File: src/rtl/chroma_pkg.sv
`timescale 1ns/1ps
package chroma_pkg;
    localparam int NUM_CH = 3;
    localparam int CH_W   = $clog2(NUM_CH);

    typedef logic [CH_W-1:0] ch_t;

    typedef enum logic [1:0] {
        CFG_RED_ONLY    = 2'b00,
        CFG_GAIN_PIX    = 2'b01,
        CFG_TRIPLE_PIX  = 2'b10,
        CFG_TRIPLE_LINE = 2'b11
    } cfg_e;

    function automatic ch_t ch_next(ch_t c);
        return (c == ch_t'(NUM_CH - 1)) ? '0 : c + 1'b1;
    endfunction
endpackage

File: src/rtl/chroma_edge.sv
`timescale 1ns/1ps
module chroma_edge (
    input  logic clk,
    input  logic rst_n,
    input  logic conv_i,
    input  logic sync_i,
    output logic conv_fall_o,
    output logic sync_rise_o
);
    typedef struct packed {
        logic conv;
        logic sync;
    } edge_st_t;

    edge_st_t st_d, st_q;

    always_comb begin
        st_d      = st_q;
        st_d.conv = conv_i;
        st_d.sync = sync_i;
    end

    always_ff @(posedge clk or negedge rst_n) begin
        if (!rst_n) st_q <= '0;
        else        st_q <= st_d;
    end

    assign conv_fall_o = st_q.conv & ~conv_i;
    assign sync_rise_o = ~st_q.sync & sync_i;
endmodule

File: src/rtl/chroma_ptr.sv
`timescale 1ns/1ps
module chroma_ptr
    import chroma_pkg::*;
(
    input  logic clk,
    input  logic rst_n,
    input  cfg_e cfg_i,
    input  logic sync_i,
    input  logic conv_fall_i,
    input  logic sync_rise_i,
    input  logic red_cmd_i,
    output ch_t  pix_d_o,
    output ch_t  line_d_o,
    output logic px_evt_o,
    output logic ln_evt_o,
    output logic sample_o
);
    typedef struct packed {
        ch_t  pix;
        ch_t  line;
        logic started;
        logic first;
    } ptr_st_t;

    ptr_st_t st_d, st_q;

    always_comb begin
        st_d = st_q;
        if (sync_i) begin
            st_d.pix     = '0;
            st_d.started = 1'b0;
        end else if (conv_fall_i) begin
            if (st_q.started) st_d.pix = ch_next(st_q.pix);
            else              st_d.started = 1'b1;
        end
        if (sync_rise_i && cfg_i == CFG_TRIPLE_LINE) begin
            if (st_q.first) st_d.first = 1'b0;
            else            st_d.line  = ch_next(st_q.line);
        end
        if (red_cmd_i) begin
            st_d.line  = '0;
            st_d.first = 1'b1;
        end
    end

    always_ff @(posedge clk or negedge rst_n) begin
        if (!rst_n) st_q <= '{pix: '0, line: '0, started: 1'b0, first: 1'b1};
        else        st_q <= st_d;
    end

    assign pix_d_o  = st_d.pix;
    assign line_d_o = st_d.line;
    assign px_evt_o = conv_fall_i & ~sync_i;
    assign ln_evt_o = sync_rise_i | red_cmd_i;
    assign sample_o = px_evt_o && (cfg_i == CFG_TRIPLE_PIX) && (st_d.pix == '0);

    assert_pix_range_R4: assert property (@(posedge clk) disable iff (!rst_n)
        (int'(st_q.pix) < NUM_CH) && (int'(st_q.line) < NUM_CH));

    assert_sync_hold_R5: assert property (@(posedge clk) disable iff (!rst_n)
        sync_i |=> (st_q.pix == '0));

    assert_cmd_red_R8: assert property (@(posedge clk) disable iff (!rst_n)
        red_cmd_i |=> (st_q.line == '0));

    assert_idle_stable_R9: assert property (@(posedge clk) disable iff (!rst_n)
        !(sync_i || conv_fall_i || sync_rise_i || red_cmd_i)
        |=> ($stable(st_q.pix) && $stable(st_q.line)));
endmodule

File: src/rtl/chroma_sel.sv
`timescale 1ns/1ps
module chroma_sel
    import chroma_pkg::*;
#(
    parameter int GAIN_W = 6,
    parameter int OFFS_W = 8
) (
    input  logic                     clk,
    input  logic                     rst_n,
    input  cfg_e                     cfg_i,
    input  ch_t                      pix_i,
    input  ch_t                      line_i,
    input  logic                     px_evt_i,
    input  logic                     ln_evt_i,
    input  logic                     sample_i,
    input  logic                     clamp_i,
    input  logic [NUM_CH*GAIN_W-1:0] gain_tab_i,
    input  logic [NUM_CH*OFFS_W-1:0] offs_tab_i,
    output ch_t                      in_sel_o,
    output logic [GAIN_W-1:0]        gain_o,
    output logic [OFFS_W-1:0]        offs_o,
    output logic                     sample_o,
    output logic [NUM_CH-1:0]        track_o
);
    typedef struct packed {
        ch_t               in_sel;
        logic [GAIN_W-1:0] gain;
        logic [OFFS_W-1:0] offs;
        logic              sample;
        logic [NUM_CH-1:0] track;
    } sel_st_t;

    sel_st_t st_d, st_q;

    logic [GAIN_W-1:0] gain_arr [NUM_CH];
    logic [OFFS_W-1:0] offs_arr [NUM_CH];

    for (genvar c = 0; c < NUM_CH; c++) begin : g_slice
        assign gain_arr[c] = gain_tab_i[c*GAIN_W +: GAIN_W];
        assign offs_arr[c] = offs_tab_i[c*OFFS_W +: OFFS_W];
    end

    ch_t  in_n, gsel_n;
    logic load;

    always_comb begin
        case (cfg_i)
            CFG_GAIN_PIX:    begin in_n = '0;     gsel_n = pix_i;  end
            CFG_TRIPLE_PIX:  begin in_n = pix_i;  gsel_n = pix_i;  end
            CFG_TRIPLE_LINE: begin in_n = line_i; gsel_n = line_i; end
            default:         begin in_n = '0;     gsel_n = '0;     end
        endcase
        load = (cfg_i == CFG_TRIPLE_LINE) ? ln_evt_i : (px_evt_i | ln_evt_i);

        st_d        = st_q;
        st_d.in_sel = in_n;
        st_d.sample = sample_i;
        if (load) begin
            st_d.gain = gain_arr[gsel_n];
            st_d.offs = offs_arr[gsel_n];
        end
        for (int c = 0; c < NUM_CH; c++) begin
            if (!clamp_i)                     st_d.track[c] = 1'b0;
            else if (cfg_i == CFG_TRIPLE_PIX) st_d.track[c] = 1'b1;
            else                              st_d.track[c] = (in_n == ch_t'(c));
        end
    end

    always_ff @(posedge clk or negedge rst_n) begin
        if (!rst_n) st_q <= '0;
        else        st_q <= st_d;
    end

    assign in_sel_o = st_q.in_sel;
    assign gain_o   = st_q.gain;
    assign offs_o   = st_q.offs;
    assign sample_o = st_q.sample;
    assign track_o  = st_q.track;

    assert_red_only_R2: assert property (@(posedge clk) disable iff (!rst_n)
        (cfg_i == CFG_RED_ONLY) |=> (st_q.in_sel == '0));

    assert_sample_red_R6: assert property (@(posedge clk) disable iff (!rst_n)
        st_q.sample |-> (st_q.in_sel == '0));

    assert_track_off_R10: assert property (@(posedge clk) disable iff (!rst_n)
        !clamp_i |=> (st_q.track == '0));
endmodule

File: src/rtl/chroma_rotator.sv
`timescale 1ns/1ps
module chroma_rotator
    import chroma_pkg::*;
#(
    parameter int GAIN_W = 6,
    parameter int OFFS_W = 8
) (
    input  logic                     clk,
    input  logic                     rst_n,
    input  logic                     conv_clk_i,
    input  logic                     line_sync_i,
    input  logic                     clamp_i,
    input  logic [1:0]               cfg_mode_i,
    input  logic                     red_cmd_i,
    input  logic [NUM_CH*GAIN_W-1:0] gain_tab_i,
    input  logic [NUM_CH*OFFS_W-1:0] offs_tab_i,
    output logic [CH_W-1:0]          in_sel_o,
    output logic [GAIN_W-1:0]        gain_o,
    output logic [OFFS_W-1:0]        offs_o,
    output logic                     sample_all_o,
    output logic [NUM_CH-1:0]        track_o
);
    cfg_e cfg;
    logic conv_fall, sync_rise, px_evt, ln_evt, sample;
    ch_t  pix_d, line_d;

    assign cfg = cfg_e'(cfg_mode_i);

    chroma_edge i_edge (
        .clk         (clk),
        .rst_n       (rst_n),
        .conv_i      (conv_clk_i),
        .sync_i      (line_sync_i),
        .conv_fall_o (conv_fall),
        .sync_rise_o (sync_rise)
    );

    chroma_ptr i_ptr (
        .clk         (clk),
        .rst_n       (rst_n),
        .cfg_i       (cfg),
        .sync_i      (line_sync_i),
        .conv_fall_i (conv_fall),
        .sync_rise_i (sync_rise),
        .red_cmd_i   (red_cmd_i),
        .pix_d_o     (pix_d),
        .line_d_o    (line_d),
        .px_evt_o    (px_evt),
        .ln_evt_o    (ln_evt),
        .sample_o    (sample)
    );

    chroma_sel #(.GAIN_W(GAIN_W), .OFFS_W(OFFS_W)) i_sel (
        .clk        (clk),
        .rst_n      (rst_n),
        .cfg_i      (cfg),
        .pix_i      (pix_d),
        .line_i     (line_d),
        .px_evt_i   (px_evt),
        .ln_evt_i   (ln_evt),
        .sample_i   (sample),
        .clamp_i    (clamp_i),
        .gain_tab_i (gain_tab_i),
        .offs_tab_i (offs_tab_i),
        .in_sel_o   (in_sel_o),
        .gain_o     (gain_o),
        .offs_o     (offs_o),
        .sample_o   (sample_all_o),
        .track_o    (track_o)
    );

    assert_hold_R9: assert property (@(posedge clk) disable iff (!rst_n)
        (!px_evt && !ln_evt) |=> ($stable(gain_o) && $stable(offs_o)));
endmodule

File: config.mk
export PLATFORM = sky130hd
export DESIGN_NAME = chroma_rotator
export DESIGN_NICKNAME = d
export VERILOG_FILES = /design/src/rtl/chroma_pkg.sv /design/src/rtl/chroma_edge.sv /design/src/rtl/chroma_ptr.sv /design/src/rtl/chroma_sel.sv /design/src/rtl/chroma_rotator.sv
export SDC_FILE = /design/constraint.sdc
export NUM_CORES = 1
export LEC_CHECK = 0
export ABC_CLOCK_PERIOD_IN_PS = 2600
export CORE_MARGIN = 1
export CORE_UTILIZATION = 38
export CTS_BUF_LIST = sky130_fd_sc_hd__clkbuf_8
export DETAILED_ROUTE_END_ITERATION = 6
export PLACE_DENSITY = 0.72
export SYNTH_ARGS = -nofsm -noshare
export SYNTH_HDL_FRONTEND = slang
export SYNTH_SLANG_ARGS = --single-unit
File: constraint.sdc
create_clock -name clk -period 2.6 [get_ports clk]
set_input_delay 0.26 -clock clk [delete_from_list [all_inputs] [get_ports clk]]
set_output_delay 0.26 -clock clk [all_outputs]
set_load 0.1 [all_outputs]
=== Word-level counts from Yosys, hierarchy flattened ===
Index checks and enable logic that the tools add are counted.

* Input port bits: 50
* Output and inout bits: 20
* RAM bits: 0
* Memory bits (read-only): 0
* Bits in registers: 28
* Word-level logic and storage cells: 65
* Memories kept: 0
* Latch bits: 0

* Mux-type cells: 27
* Bitwise logic cells: 9
* Equality and inequality tests: 7
* Divide/modulo/power cells: 0
* $add $sub $neg: 2
* $lt $le $gt $ge: 1
* Reductions and logical operators: 8
* $mul: 0
* Shifts and indexed selects: 0

{| class="wikitable"
|+ Operator list
! operator !! count
|-
| $bmux W8 S2 || 1
|-
| $mux W2 || 8
|-
| $mux W8 || 2
|-
| $bmux W6 S2 || 1
|-
| $mux W6 || 2
|-
| $mux W1 || 11
|-
| $eq A2 B2 Y1 const B || 5
|-
| $pmux W2 S2 || 2
|-
| $add A2 B1 Y2 const B || 2
|-
| $eq A2 B1 Y1 const B || 2
|-
| $logic_not A2 Y1 || 2
|-
| $reduce_bool A2 Y1 || 2
|-
| $and A1 B1 Y1 || 3
|-
| $ge A3 B3 Y1 const B || 1
|-
| $logic_and A1 B1 Y1 || 3
|-
| $not A1 Y1 || 3
|-
| $not A2 Y3 || 1
|-
| $or A1 B1 Y1 || 2
|-
| $reduce_or A2 Y1 || 1
|}

=== Depth between registers and ports, before layout ===
Gate-level depths: netlist of run 1.

* Word-level depth: 10
* Depth in mapped cells: 8
* Mapped depth without buffers: 7

=== Modules after synthesis ===
Synthesis of run 1 repeated with hierarchy kept, for this count alone.

* Cell total of the unflattened synthesis: 129
* Area total of the unflattened synthesis: 1477.7 um2

{| class="wikitable"
|+ By module, submodules not included
! module !! area each (um2) !! sequential area each (um2) !! times used !! cells an instance
|-
| chroma_sel || 1043.5 || 500.5 || 1 || 92
|-
| chroma_ptr || 356.6 || 151.4 || 1 || 33
|-
| chroma_edge || 77.6 || 50.0 || 1 || 4
|}

=== Worst setup path before layout of run 1 ===
OpenSTA, ideal clock, no wires.

* Path kind: input port to flip-flop
* Start point: in cfg_mode_i[0]
* End point: reg i_sel.st_q (netlist bit i_sel.offs_o[7])
* Cell stages on the path: 8
* Arrival: 1.799 ns
* Library setup time: 0.134 ns
* Data required time: 2.466 ns
* Path slack: 0.667 ns
* Path buffers: 1
* Cell sequence: inv_1 > ha_1 > or4b_1 > mux2i_4 > a211oi_2 > buf_6 > a22oi_2 > o22ai_2

* Word-level cells in the longest chain between the ends: 9
* Elaborated cells between the ends (all ways): 13
* Those cells by class: eq/ne (3); mux (7); bitwise (1); reduce/logical (2)

{| class="wikitable"
|+ RTL lines
! item !! RTL line !! RTL
|-
| start, declared || chroma_rotator.sv:13 || <nowiki>input logic [1:0] cfg_mode_i,</nowiki>
|-
| $eq A2 B2 Y1 || chroma_ptr.sv:36, chroma_sel.sv:47, chroma_sel.sv:53 ||
|-
| $logic_and A1 B1 Y1 || chroma_ptr.sv:36 || <nowiki>if (sync_rise_i && cfg_i == CFG_TRIPLE_LINE) begin</nowiki>
|-
| $mux W2 || chroma_ptr.sv:36 ||
|-
| $mux W2 || chroma_ptr.sv:40 || <nowiki>if (red_cmd_i) begin</nowiki>
|-
| $pmux W2 S2 || chroma_sel.sv:47 || <nowiki>case (cfg_i)</nowiki>
|-
| $not A2 Y3 (not written as such) || chroma_sel.sv:60 || <nowiki>st_d.offs = offs_arr[gsel_n];</nowiki>
|-
| $bmux W8 S2 || chroma_sel.sv:60 ||
|-
| $mux W8 (not written as such) (2 in series) || chroma_sel.sv:60 ||
|-
| end signal, assigned || chroma_sel.sv:71 || <nowiki>else st_q <= st_d;</nowiki>
|-
| end, declared || chroma_sel.sv:33 || <nowiki>sel_st_t st_d, st_q;</nowiki>
|}

Several ways; a longest one is shown, not always the timed one. The select of a mux whose other input is x is not followed.
A chain may end at the register's enable or synchronous reset.

=== Final worst setup path of run 1 ===
* Start point: in cfg_mode_i[1]
* End point: reg i_sel.st_q (netlist bit i_sel.gain_o[2])

* Word-level cells in the longest chain between the ends: 9
* Elaborated cells between the ends (all ways): 13
* Those cells by class: eq/ne (3); mux (7); bitwise (1); reduce/logical (2)

{| class="wikitable"
|+ RTL lines
! item !! RTL line !! RTL
|-
| $eq A2 B2 Y1 || chroma_ptr.sv:36, chroma_sel.sv:47, chroma_sel.sv:53 ||
|-
| $logic_and A1 B1 Y1 || chroma_ptr.sv:36 ||
|-
| $mux W2 || chroma_ptr.sv:36 ||
|-
| $mux W2 || chroma_ptr.sv:40 ||
|-
| $pmux W2 S2 || chroma_sel.sv:47 ||
|-
| $not A2 Y3 (not written as such) || chroma_sel.sv:59 || <nowiki>st_d.gain = gain_arr[gsel_n];</nowiki>
|-
| $bmux W6 S2 || chroma_sel.sv:59 ||
|-
| $mux W6 (not written as such) (2 in series) || chroma_sel.sv:59 ||
|}

Several ways; a longest one is shown, not always the timed one. The select of a mux whose other input is x is not followed.

==> out/metrics.yaml, run 1 <==
cts:
  root_buffer: "clkbuf_8"
  h-tree-depth: 1
  holdBufCountCts: 0
  cts_resized: 0
  postCtsSetupRepairBufs: 0
  cts_tree: "yes"
  cts_sinks: 28
  path_clk_slew_ps: 100
  numCtsBuffers: 3
  cts_max_path_buffers: 2
  clock_latency_ps: 280
logic_synthesis:
  synth_nets: 192
  ys_warn_count: 0
  synth_top_area_share_pct: 38.4
  synth_top_cell_by_area: "dfrtp_1"
  synthCells: 139
  async_reset_ff_share_pct: 100
  synth_cell_types: 47
  yosys-top-cells-area: "dfrtp_1, mux2i_1, o22ai_2, a22oi_2, mux2i_4"
  ys_ff_latch: 28
  synth.yosys.seq_area_share_pct: 39.8
  yosysMostFrequentCell: "dfrtp_1"
  synthesis.area_um2: 1760
  ys.flop_type: "dfrtp_1"
  synth_common_cells: "dfrtp_1, mux2i_1, o22ai_2, a22oi_2"
  synth_edf_count: 0
  syn_area_per_cell_um2: 12.7
power:
  cellLeakagePower_nw: 1.04
  peakVddDrop_v: 0.000226
  switching_share_pct: 35.5
  pwr-share-comb_pct: 36.0
  seqPwrFrac_pct: 37.5
  internal_power_uw: 833
  power.switching_uw: 459
  power_density_nw_per_um2: 504
  p_clk_share_pct: 26.5
global_route:
  grt_pass1_vias: 1459
  gr-total-overflow: 0
  grtUsageTotal_pct: 17.0
  antenna_found_initial: 0
  grt_pass1_wl_um: 6700
  grt_max_degree: 29
timing:
  setup_violations: 0
  hold_viol: 0
  relSlewSlack_pct: 76.8
  fmax_ghz: 0.447
  final.setup.tns_ps: 0
  period_share_pct: 86.1
  rsz0062_at_grt: "no"
  fin_skew_ps: 7.26
  layout_min_cycle_time_ps: 2240
  report.final.slew_viol_count: 0
  tightest_slew_ps: 346
layout:
  drive_gt1_share_pct: 34.4
  diodes: 0
  final_area_um2: 2560
  syn2layout_area_growth_pct: 45.4
  nets: 269
worst_setup_path:
  critical-path-slowest-cell: "clkdlybuf4s50_1"
  cp_cell_sequence: "clkdlybuf4s50_1 -> inv_1 -> ha_1 -> or4b_1 -> mux2i_4 -> o211a_4 -> a22oi_1 -> o22ai_1"
  rr_worst_depth: 5
  worstSetupPathType: "input pin to flop"
  cp.required_ps: 2800
  reg2reg_to: "i_sel.gain_o[2]"
  start_kind: "input pin"
  critPathMaxStageDelay_ps: 510
  regToRegSetupSlack_ps: 570
  cp.arrival_ps: 2440
  path_max_fanout: 14
  cp-end-kind: "flop"
  r2r_start: "i_ptr.st_q[2]"
detailed_routing:
  ant_nets: 0
  drtIter0Drc: 32
  dr.pass1.iters: 4
  wl_per_cell_um: 15.7
  drc: 0
  vias: 1412
  wirelength_um: 4180
  via_per_inst: 5.29
placement:
  dp_hpwl_um: 3160
  place_area_um2: 2490
  gp_congestion: 0.831
  port-buffer-count: 69
floorplanning:
  die_h_um: 70.1
  die_w_um: 70.1
  rows: 24
  start_util_pct: 39.9
  die_area_um2: 4910
  boundaryPins: 70
  core_area_um2: 4410
worst_hold_path:
  hold_path.class: "input pin to async pin"
outcome:
  run_status: "completed"
flow_run:
  cap_violations: 0
-- critical path, delay by kind of cell --
family / cells / cell delay (ps)
adder cells (fa/ha/maj): 1 / 280
multiplexers: 1 / 230
AO/OA/AOI/OAI: 3 / 620
AND/OR/NAND/NOR: 1 / 490
buffers and inverters: 2 / 570
-- registers in the layout, indices dropped and copies added, names as in the netlist --
register and count:
i_sel.in_sel_o 2, i_sel.sample_o 1, i_ptr.st_q 6, i_sel.offs_o 8, i_sel.track_o 3, i_edge.st_q 2, i_sel.gain_o 6
-- worst max path at each step --
| stage | startpoint | to | depth (start not counted) |
|---|---|---|---|
| 2_1_floorplan | cfg_mode_i[0] | i_sel.offs_o[7] | 8 |
| 3_3_place_gp | cfg_mode_i[1] | i_sel.gain_o[3] | 9 |
| 3_5_place_dp | cfg_mode_i[1] | i_sel.gain_o[2] | 8 |
| 4_1_cts | cfg_mode_i[1] | i_sel.gain_o[2] | 8 |
| 5_1_grt | line_sync_i | i_sel.gain_o[2] | 7 |
| 6_report | cfg_mode_i[1] | i_sel.gain_o[2] | 8 |
-- power groups by stage --
stage / clock network, mW / registers (mW) / logic (mW)
after floorplan: 0 / 0.697 / 0.101
after global placement: 0 / 0.492 / 0.463
after detailed placement: 0 / 0.493 / 0.467
after CTS: 0.349 / 0.484 / 0.469
after global routing: 0.370 / 0.488 / 0.484
final: 0.342 / 0.485 / 0.465
-- placed cells by master, fill, tap and decap left out, drive strengths merged --
cell type      instances
a211oi                 1
nand4bb                1
mux2i                 18
o21a                   1
a41oi                  1
and3b                  2
bufinv                 1
a22oi                 14
nor2                   7
nand3b                 4
dfrtp                 27
buf                   32
o31ai                  1
clkbuf                 3
inv                    5
ha                     3
and2b                  1
nor3                   2
a31oi                  2
or2b                   1
a21o                   2
o22ai                 14
or4b                   2
and4bb                 2
o211a                  1
or3                    2
a21oi                  6
nand2                  3
xor2                   1
or2                    2
nor3b                  1
dfstp                  1
a221oi                 1
nand3                  1
clkdlybuf4s50         49
-- layout make-up --
type	count	area [um^2]
Timing Repair Buffer	81	756
Tap cell	52	65.1
Fill cell	346	1850
Multi-Input combinational cell	97	948
Clock inverter	1	30.0
Sequential cell	28	702
Inverter	5	18.8
Clock buffer	3	41.3
-- stage by stage --
| stage | power [mW] | hold slack, ps | setup WS (ps) | std cells | utilization [%] |
|---|---|---|---|---|---|
| 2_1_floorplan | 0.798 | -35.6 | 667 | 139 | - |
| 3_3_place_gp | 0.954 | 500 | 127 | 263 | 56.4 |
| 3_5_place_dp | 0.960 | 514 | 71.0 | 263 | 56.4 |
| 4_1_cts | 1.30 | 366 | 362 | 267 | 58.0 |
| 5_1_grt | 1.34 | 373 | 267 | 267 | 58.0 |
| 6_report | 1.29 | 352 | 361 | 267 | 58.0 |
-- cells by family after synthesis --
kind of cell	after synthesis	share of synthesized area, %
xor+xnor	1	0.497
compound gates	44	26.4
fa+ha+maj	3	2.13
simple gates	31	12.2
buf+inv	14	6.32
flops	28	39.8
mux	18	12.6
-- metal layers --
metal | vias to the layer above | GRT usage, % | wire length (um)
li1 | 682 | - | -
met1 | 668 | 20.1 | 1720
met2 | 56 | 30.0 | 2130
met3 | 6 | 4.18 | 276
met4 | 0 | 5.78 | 48
met5 | - | 0 | 0
Power figures use the tool's default switching activity.
==> inputs of run 2 (changes only) <==
--- a/config.mk
+++ b/config.mk
@@ -11,6 +11,7 @@
 export CTS_BUF_LIST = sky130_fd_sc_hd__clkbuf_8
 export DETAILED_ROUTE_END_ITERATION = 6
 export PLACE_DENSITY = 0.72
+export SKIP_CTS_REPAIR_TIMING = 1
 export SYNTH_ARGS = -nofsm -noshare
 export SYNTH_HDL_FRONTEND = slang
 export SYNTH_SLANG_ARGS = --single-unit
==> results of run 2 <==
The final DEF is identical to that of run 1; final timing and power are the same.
==> inputs of run 3 (changes only) <==
--- a/config.mk
+++ b/config.mk
@@ -7,10 +7,10 @@
 export LEC_CHECK = 0
 export ABC_CLOCK_PERIOD_IN_PS = 2600
 export CORE_MARGIN = 1
-export CORE_UTILIZATION = 38
+export CORE_UTILIZATION = 39
 export CTS_BUF_LIST = sky130_fd_sc_hd__clkbuf_8
 export DETAILED_ROUTE_END_ITERATION = 6
-export PLACE_DENSITY = 0.72
+export PLACE_DENSITY = 0.73
 export SKIP_CTS_REPAIR_TIMING = 1
 export SYNTH_ARGS = -nofsm -noshare
 export SYNTH_HDL_FRONTEND = slang
==> run 3 against run 2 <==
  * Combinational power about the same
  * Final area decreased by 0.64%
  * Largest power group unchanged
  * First-iteration DRC count increased by 130%
  * Setup slack got worse by 100 ps
  * Via count increased by 2.8%
==> out/metrics.yaml, run 3 (synthesis gave the netlist of run 1 again) <==
layout:
  final_area_um2: 2540  # -0.64%
  final_cells: 267  # unchanged
  largest_reg_flops: 8  # unchanged
  most-common-layout-cells: "clkdlybuf4s50_1, buf_4, dfrtp_1"
  diodes: 0  # unchanged
  nets: 269  # unchanged
  drive_gt1_share_pct: 34.4  # unchanged
  syn2layout_area_growth_pct: 44.5
  mostFrequentLayoutCell: "clkdlybuf4s50_1"
detailed_routing:
  via_per_inst: 5.44  # +2.8%
  dr.pass1.iters: 4  # unchanged
  wirelength_um: 4180  # about the same
  ant_nets: 0  # unchanged
  wl_per_cell_um: 15.7  # about the same
  drc: 0  # unchanged
  drtIter0Drc: 72  # +130%
  vias: 1452  # +2.8%
outcome:
  run_status: "completed"
worst_setup_path:
  cp-end-kind: "flop"
  critical-path-slowest-cell: "clkdlybuf4s50_1"
  path_max_fanout: 14  # unchanged
  critPathMaxStageDelay_ps: 530  # +20 ps
  start_kind: "input pin"
  cp_cell_sequence: "clkdlybuf4s50_1 -> ha_1 -> nand4bb_1 -> mux2i_4 -> a211oi_2 -> buf_12 -> a22oi_1 -> o22ai_1"
  cp.arrival_ps: 2530  # +90 ps
  regToRegSetupSlack_ps: 540  # -30 ps
  cp.required_ps: 2790  # about the same
  worstSetupPathType: "input pin to flop"
placement:
  port-buffer-count: 69  # unchanged
  dp_hpwl_um: 3190  # +1.2%
  place_inst: 263  # unchanged
  gp_congestion: 0.822  # -0.99%
  place_area_um2: 2490  # unchanged
timing:
  rsz0062_at_grt: "no"
  layout_min_cycle_time_ps: 2340  # +101 ps
  period_share_pct: 90.0  # +3.9 points
  tightest_slew_ps: 360  # +13.9 ps
  fin_skew_ps: 1.53  # -5.73 ps
  report.final.slew_viol_count: 0  # unchanged
  hold_viol: 0  # unchanged
  fmax_ghz: 0.427  # -4.3%
  setup_violations: 0  # unchanged
  relSlewSlack_pct: 75.9  # -0.93 points
floorplanning:
  core_area_um2: 4350  # -1.4%
  boundaryPins: 70  # unchanged
  start_util_pct: 40.5  # +0.55 points
  die_w_um: 69.2  # -1.3%
  die_h_um: 69.2  # -1.3%
  rows: 24  # unchanged
  die_area_um2: 4790  # -2.5%
worst_hold_path:
  hold_path.class: "input pin to async pin"
power:
  switching_share_pct: 37.3  # +1.8 points
  pwr-share-comb_pct: 38.4  # +2.4 points
  internal_power_uw: 762  # -8.5%
  seqPwrFrac_pct: 39.9  # +2.4 points
  peakVddDrop_v: 0.000207  # -8.2%
  cellLeakagePower_nw: 1.04  # -0.67%
  p_clk_share_pct: 21.7  # -4.8 points
  power_density_nw_per_um2: 478  # -5.3%
  power.switching_uw: 453  # -1.1%
flow_run:
  cap_violations: 0  # unchanged
global_route:
  grt_max_degree: 29  # unchanged
  grtUsageTotal_pct: 17.7  # +0.62 points
  gr-total-overflow: 0  # unchanged
  antenna_found_initial: 0  # unchanged
  grt_pass1_vias: 1496  # +2.5%
  grt_pass1_wl_um: 6900  # +3.0%
cts:
  cts_sinks: 28  # unchanged
  path_clk_slew_ps: 90  # about the same
  cts_tree: "yes"
  numCtsBuffers: 3  # unchanged
  cts_max_path_buffers: 2  # unchanged
  h-tree-depth: 1  # unchanged
  clock_latency_ps: 270  # about the same
  root_buffer: "clkbuf_8"
[run 3: layer usage]
| layer | track usage [%] | vias up | wire (um) | part of all wire, % |
|---|---|---|---|---|
| met2 | 30.5 | 54 | 2190 | 52 |
| met4 | 6.35 | 0 | 61 | 1.5 |
| li1 | - | 681 | - | - |
| met3 | 4.07 | 7 | 200 | 4.8 |
| met5 | 0 | - | 0 | 0 |
| met1 | 21.4 | 710 | 1730 | 41 |
[run 3: power by group through the flow]
stage	Combinational [mW]	Clock [mW]	Sequential [mW]
3_5_place_dp	0.467	0	0.494
2_1_floorplan	0.101	0	0.697
3_3_place_gp	0.463	0	0.491
5_1_grt	0.484	0.291	0.488
6_report	0.467	0.264	0.485
4_1_cts	0.468	0.278	0.485
[run 3: critical path: cells and delay by family]
family | cells | cell delay (ps)
adders and majority gates | 1 | 250
muxes | 1 | 350
AOI/OAI and AO/OA | 3 | 600
and+or+nand+nor | 1 | 340
buffers and inverters | 2 | 730
[run 3: final cells by class]
class	instances	area, um^2
repair buffers	81	756
clock buffers	4	55.1
fillers	360	1810
multi-input cells	97	948
flip-flops and latches	28	702
inverters	5	18.8
well taps	52	65.1
[run 3: metrics by stage]
step	hold WS (ps)	power (mW)	TNS, ps	worst slack [ps]	utilization (%)
3_3_place_gp	498	0.955	0	119	57.2
4_1_cts	368	1.23	0	265	58.4
2_1_floorplan	-35.6	0.798	0	667	-
3_5_place_dp	513	0.961	-25.4	-25.4	57.2
6_report	354	1.22	0	260	58.4
5_1_grt	420	1.26	0	171	58.4
[run 3: worst paths after layout]
check                      cells past startpoint              end     startpoint
min in group clk                               1   i_edge.st_q[1]     conv_clk_i
max                                            8  i_sel.gain_o[2]  cfg_mode_i[1]
min reg2reg                                    1    i_ptr.st_q[0]  i_ptr.st_q[0]
max in group asynchronous                      2    i_ptr.st_q[0]          rst_n
min                                            2  i_sel.offs_o[0]          rst_n
max reg2reg                                    5  i_sel.gain_o[2]  i_ptr.st_q[2]
